[config.mk]
export PLATFORM = sky130hd
export DESIGN_NAME = ccd_pixel_merge
export DESIGN_NICKNAME = d
export VERILOG_FILES = /design/src/rtl/ccd_merge_pkg.sv /design/src/rtl/ccd_merge_ctrl.sv /design/src/rtl/ccd_merge_dp.sv /design/src/rtl/ccd_pixel_merge.sv
export SDC_FILE = /design/constraint.sdc
export NUM_CORES = 1
export LEC_CHECK = 0
export ABC_AREA = 1
export BUFFER_PORTS_ARGS = -buffer_cell sky130_fd_sc_hd__clkbuf_2
export CAP_MARGIN = 20
export CORE_MARGIN = 3
export CORE_UTILIZATION = 45
export CTS_BUF_LIST = sky130_fd_sc_hd__clkbuf_4
export CTS_CLUSTER_SIZE = 14
export DETAILED_ROUTE_END_ITERATION = 7
export MAX_ROUTING_LAYER = met4
export SLEW_MARGIN = 20
export SYNTH_ARGS = -nofsm -noshare
export SYNTH_HDL_FRONTEND = slang
export SYNTH_SLANG_ARGS = --single-unit
export TNS_END_PERCENT = 30
[constraint.sdc]
create_clock -name clk -period 7 [get_ports clk]
set_input_delay 0.35 -clock clk [delete_from_list [all_inputs] [get_ports clk]]
set_output_delay 0.35 -clock clk [all_outputs]
set_load 0.005 [all_outputs]
[src/rtl/ccd_merge_pkg.sv]
package ccd_merge_pkg;

  // Per-cycle strobes from the control to the datapath
  typedef struct packed {
    logic take;        // a sample is accepted this cycle
    logic selEven;     // accepted sample is from the even channel
    logic isDark;      // position lies in the reference columns
    logic lastDark;    // last reference position: latch black level
    logic clearAcc;    // new line: restart the reference sum
    logic active;      // position belongs to the active image
    logic lineFirst;   // position 0 of a line
    logic frameFirst;  // position 0 of line 0
  } strobe_t;

endpackage

[src/rtl/ccd_merge_ctrl.sv]
module ccd_merge_ctrl
  import ccd_merge_pkg::*;
#(
  parameter int DUMMY_N     = 12,
  parameter int DARK_COLS   = 24,
  parameter int ACTIVE_COLS = 1000,
  parameter int LINES       = 512,
  parameter int DARK_LINES  = 2
) (
  input  logic    clk,
  input  logic    rst,
  input  logic    oddValid,
  input  logic    evenValid,
  input  logic    lineStart,
  input  logic    frameStart,
  output strobe_t strobe
);

  localparam int COLS     = DARK_COLS + ACTIVE_COLS;
  localparam int HALF     = COLS / 2;
  localparam int CH_LIMIT = DUMMY_N + HALF;
  localparam int CW       = $clog2(CH_LIMIT + 1);
  localparam int COLW     = $clog2(COLS + 1);
  localparam int LW       = $clog2(LINES + 1);
  localparam int ACT_LINES = LINES - DARK_LINES;

  logic [1:0] chValid;
  logic [1:0] chIn;

  assign chValid = {evenValid, oddValid};

  // One sample counter per channel: skip padding, then cap at the line length
  for (genvar ch = 0; ch < 2; ch++) begin : g_chan
    logic [CW-1:0] cnt;
    logic [CW-1:0] base;

    always_comb begin
      base     = lineStart ? '0 : cnt;
      chIn[ch] = chValid[ch] && (base >= CW'(DUMMY_N)) && (base < CW'(CH_LIMIT));
    end

    always_ff @(posedge clk) begin
      if (rst)                                         cnt <= '0;
      else if (chValid[ch] && (base < CW'(CH_LIMIT)))   cnt <= base + 1'b1;
      else                                             cnt <= base;
    end
  end

  logic [COLW-1:0] col, colBase;
  logic [LW-1:0]   line, lineCur;
  logic            take;

  always_comb begin
    take    = |chIn;
    colBase = lineStart ? '0 : col;
    if (!lineStart)      lineCur = line;
    else if (frameStart) lineCur = '0;
    else if (line == LW'(LINES)) lineCur = line;   // beyond the frame: hold
    else                 lineCur = line + 1'b1;
  end

  always_ff @(posedge clk) begin
    if (rst) begin
      col  <= '0;
      line <= LW'(LINES);                           // no frame seen yet
    end else begin
      col  <= take ? colBase + 1'b1 : colBase;
      line <= lineCur;
    end
  end

  always_comb begin
    strobe            = '0;
    strobe.take       = take;
    strobe.selEven    = chIn[1];
    strobe.isDark     = colBase < COLW'(DARK_COLS);
    strobe.lastDark   = take && (colBase == COLW'(DARK_COLS - 1));
    strobe.clearAcc   = lineStart;
    strobe.active     = (colBase >= COLW'(DARK_COLS)) && (lineCur < LW'(ACT_LINES));
    strobe.lineFirst  = take && (colBase == '0);
    strobe.frameFirst = take && (colBase == '0) && (lineCur == '0);
  end

endmodule

[src/rtl/ccd_merge_dp.sv]
module ccd_merge_dp
  import ccd_merge_pkg::*;
#(
  parameter int SAMPLE_W  = 12,
  parameter int DARK_COLS = 24
) (
  input  logic                clk,
  input  logic                rst,
  input  strobe_t             strobe,
  input  logic [SAMPLE_W-1:0] oddData,
  input  logic [SAMPLE_W-1:0] evenData,
  output logic [SAMPLE_W-1:0] pixData,
  output logic                pixValid,
  output logic                pixActive,
  output logic                lineFirst,
  output logic                frameFirst
);

  localparam int AW = SAMPLE_W + $clog2(DARK_COLS + 1);

  logic [SAMPLE_W-1:0] sample, black, corrected;
  logic [AW-1:0]       acc, accBase, accNext;

  always_comb begin
    sample    = strobe.selEven ? evenData : oddData;
    accBase   = strobe.clearAcc ? '0 : acc;
    accNext   = (strobe.take && strobe.isDark) ? accBase + AW'(sample) : accBase;
    corrected = (sample > black) ? sample - black : '0;
  end

  always_ff @(posedge clk) begin
    if (rst) begin
      acc        <= '0;
      black      <= '0;
      pixData    <= '0;
      pixValid   <= 1'b0;
      pixActive  <= 1'b0;
      lineFirst  <= 1'b0;
      frameFirst <= 1'b0;
    end else begin
      acc <= accNext;
      if (strobe.lastDark) black <= SAMPLE_W'(accNext / AW'(DARK_COLS));
      pixData    <= strobe.isDark ? sample : corrected;
      pixValid   <= strobe.take;
      pixActive  <= strobe.take && strobe.active;
      lineFirst  <= strobe.lineFirst;
      frameFirst <= strobe.frameFirst;
    end
  end

endmodule

[src/rtl/ccd_pixel_merge.sv]
module ccd_pixel_merge
  import ccd_merge_pkg::*;
#(
  parameter int SAMPLE_W    = 12,
  parameter int DUMMY_N     = 12,
  parameter int DARK_COLS   = 24,
  parameter int ACTIVE_COLS = 1000,
  parameter int LINES       = 512,
  parameter int DARK_LINES  = 2
) (
  input  logic                clk,
  input  logic                rst,
  input  logic [SAMPLE_W-1:0] oddData,
  input  logic                oddValid,
  input  logic [SAMPLE_W-1:0] evenData,
  input  logic                evenValid,
  input  logic                lineStart,
  input  logic                frameStart,
  output logic [SAMPLE_W-1:0] pixData,
  output logic                pixValid,
  output logic                pixActive,
  output logic                lineFirst,
  output logic                frameFirst
);

  logic [SAMPLE_W-1:0] rOddData, rEvenData;
  logic                rOddValid, rEvenValid, rLineStart, rFrameStart;
  strobe_t             strobe;

  // Input capture stage
  always_ff @(posedge clk) begin
    if (rst) begin
      rOddData    <= '0;
      rEvenData   <= '0;
      rOddValid   <= 1'b0;
      rEvenValid  <= 1'b0;
      rLineStart  <= 1'b0;
      rFrameStart <= 1'b0;
    end else begin
      rOddData    <= oddData;
      rEvenData   <= evenData;
      rOddValid   <= oddValid;
      rEvenValid  <= evenValid;
      rLineStart  <= lineStart;
      rFrameStart <= frameStart;
    end
  end

  ccd_merge_ctrl #(
    .DUMMY_N(DUMMY_N), .DARK_COLS(DARK_COLS), .ACTIVE_COLS(ACTIVE_COLS),
    .LINES(LINES), .DARK_LINES(DARK_LINES)
  ) ctrl (
    .clk(clk), .rst(rst),
    .oddValid(rOddValid), .evenValid(rEvenValid),
    .lineStart(rLineStart), .frameStart(rFrameStart),
    .strobe(strobe)
  );

  ccd_merge_dp #(.SAMPLE_W(SAMPLE_W), .DARK_COLS(DARK_COLS)) dp (
    .clk(clk), .rst(rst), .strobe(strobe),
    .oddData(rOddData), .evenData(rEvenData),
    .pixData(pixData), .pixValid(pixValid), .pixActive(pixActive),
    .lineFirst(lineFirst), .frameFirst(frameFirst)
  );

endmodule

==> results.json <==
{
  "crit_arrival_ps": 6470,
  "path_delay_family": "simple AND/OR/NAND/NOR gates",
  "dieWidth_um": 128.7,
  "period_share": 0.8613,
  "drv_slew": 0,
  "crit_path_frequent_cell": "nand2_1",
  "synth.most_common_cell": "inv_1",
  "hpwl_um": 10880,
  "hold_path.class": "in2reg",
  "syn_nets": 1072,
  "io_buffers": 45,
  "wl_um": 15490,
  "yosysWarnings": 0,
  "rsz0062_at_grt": "false",
  "synth_cell_types": 51,
  "cpPeakStageDelay_ps": 420,
  "globalplace.congestion": 0.9069,
  "vdd_ir_drop_max_mv": 0.1206,
  "powerDensity_mw_per_mm2": 160.3,
  "drc": 0,
  "grt_first_pass_wirelength_um": 26210,
  "overflow": 0,
  "fillers": 1462,
  "insertion_delay_ps": 550,
  "total_power_w": 0.001227,
  "antenna_found_initial": 1,
  "cts-root-buf": "clkbuf_4",
  "die-area_mm2": 0.01655,
  "groute.usage.overall": 0.2036,
  "die_y_um": 128.7,
  "numCtsBuffers": 17,
  "fin_util": 0.5226,
  "cp_max_fo": 35,
  "drtPass1Iterations": 5,
  "seqCellArea_mm2": 0.002282,
  "core_area_mm2": 0.01464,
  "synth_area_leaders": "dfxtp_1 (34%), inv_1 (11%), nand2_1 (10%)",
  "synth_edf_count": 0,
  "synth_commonest_cells": "inv_1 (190), nand2_1 (187), nor2_1 (126)",
  "synth-async-reset-ratio": 0,
  "cts_sinks": 114,
  "finalNonFillerCells": 1283,
  "worstMarginPinSlew_ps": 1003,
  "num_vias": 6215,
  "ant_nets": 0,
  "cellLeakagePower_nw": 3.710,
  "dpl.cell_count": 1222,
  "grt_pass1_vias": 5757,
  "finalSetupTns_ps": 0,
  "wire_per_inst_um": 12.07,
  "rows": 44,
  "cts_buffer_depth": 2,
  "slew_headroom": 0.3303,
  "wl_met3_um": 468,
  "ctsHtreeMaxLevel": 4,
  "path_buf_inv": 7,
  "cp-end-kind": "register",
  "io_pins": 46,
  "grt_max_degree": 81,
  "place_ws_ps": 927.1,
  "drt_iter0_drc": 388,
  "yosysTopAreaCellShare": 0.3371,
  "path_class": "reg2reg",
  "avgSynthCellArea_um2": 6.677,
  "skew_ps": 15.59,
  "clock.fmax_mhz": 165.9,
  "critPathRequiredTime_ps": 7450,
  "yosysSeqAreaShare": 0.3371,
  "drive_above_1_share": 0.1440,
  "synthCells": 1014,
  "synth.largest_area_cell": "dfxtp_1",
  "start_util": 0.4623,
  "routed.top_layer": "met4",
  "cpMaxStageDelayCell": "fa_1",
  "setup_viol": 0,
  "hold_viol": 0,
  "clk_pin_slew_ps": 100,
  "cts_tree": "done",
  "run_status": "finished clean",
  "multiInputGateArea_mm2": 0.003596,
  "ys_seq_elements": 114,
  "synth_area_mm2": 0.006770,
  "cp-start-kind": "register",
  "cap_violations": 0,
  "period_minus_slack_ps": 6029,
  "synth_flop_cell": "dfxtp_1",
  "nNetsFinal": 1142,
  "viasPerCell": 4.844,
  "fin_ws_ps": 971.2,
  "wl_met1_um": 7495,
  "areaGrowthSynthToFinish_pct": 13.03,
  "routed-wl-met2_um": 7305
}
-- flip-flops by register name, indices dropped and copies added, names as in the netlist, 10 cells and up --
signal,flops
ctrl.g_chan.cnt,20
dp.acc,17
dp.pixData,12
ctrl.line,10
rEvenData,12
dp.black,12
ctrl.col,11
rOddData,12
-- cell type report --
| cell class | count | share of cell area |
|---|---|---|
| Tap cell | 184 | 0.03009 |
| Multi-Input combinational cell | 670 | 0.4699 |
| Antenna cell | 2 | 0.0006540 |
| Sequential cell | 114 | 0.2982 |
| Clock buffer | 23 | 0.02256 |
| Inverter | 204 | 0.1004 |
| Clock inverter | 9 | 0.008502 |
| Timing Repair Buffer | 77 | 0.06965 |
-- repair_timing --
item,4_1_cts,5_1_grt
hold buffers,27,0
setup buffers,0,0
hold endpoints to repair,27,0
gates resized for setup,0,0
-- cell usage in the layout (no fill, tap or decap), types with 15 or more instances in the layout --
master	instances
dlygate4sd3_1	27
clkbuf_4	23
nor3_1	18
xor2_1	15
nor2_1	126
dfxtp_1	114
nand3_1	54
inv_1	190
a21oi_1	64
o21ai_0	47
nand2_1	187
clkbuf_2	44
nand2_2	19
ha_1	26
-- worst register-to-register path, delay by kind of cell, from the launching register on --
kind	cells	cell delay, ps
AO/OA/AOI/OAI	7	1000
adder cells (fa/ha/maj)	2	660
buffers and inverters	7	620
flip-flops	1	340
AND/OR/NAND/NOR	32	3300
-- report_power, final --
group          total, W  switching, W  internal [W]  leakage (nW)
sequential     0.000668    0.00000569      0.000662         0.929
clock          0.000447      0.000254      0.000193         0.142
combinational  0.000112     0.0000664     0.0000459          2.64
total           0.00123      0.000326      0.000901          3.71
-- path summary, 6_finish.rpt --
| path | start | to | slack, ps | cells past startpoint |
|---|---|---|---|---|
| worst min-delay path | lineStart | rLineStart$_SDFF_PP0_ | 40 | 3 |
| worst min register to register | ctrl.g_chan[0].cnt[8]$_SDFF_PP0_ | ctrl.g_chan[0].cnt[9]$_SDFF_PP0_ | 480 | 2 |
| worst max register to register | rLineStart$_SDFF_PP0_ | dp.black[0]$_SDFFE_PP0P_ | 970 | 48 |
| worst max-delay path | rLineStart$_SDFF_PP0_ | dp.black[0]$_SDFFE_PP0P_ | 970 | 48 |
-- through the flow --
| stage | cell area [µm²] | hold WS [ps] |
|---|---|---|
| floorplan | 6770 | 438.9 |
| global placement | 7139 | 464.3 |
| detailed placement | 7139 | 466.2 |
| CTS | 7647 | 6.938 |
| global route | 7652 | 0.5146 |
| finish | 7652 | 37.32 |
-- routing by layer --
metal | vias up | global-route usage
met3 | 20 | 0.04234
met4 | 0 | 0.06980
met5 | - | -
li1 | 3358 | -
met2 | 81 | 0.3354
met1 | 2756 | 0.2480
-- cells by family (layout without fill, tap and decap cells) --
logic type | Yosys count | count (layout) | share of synthesized area
buf+inv | 230 | 313 | 0.1318
mux | 7 | 7 | 0.01164
compound gates | 165 | 165 | 0.1454
other cells | 0 | 2 | 0
simple gates | 454 | 454 | 0.2994
fa+ha+maj | 28 | 28 | 0.05396
xor+xnor | 16 | 16 | 0.02070
flops | 114 | 114 | 0.3371
Note: power is estimated with default switching activity, not from simulation.
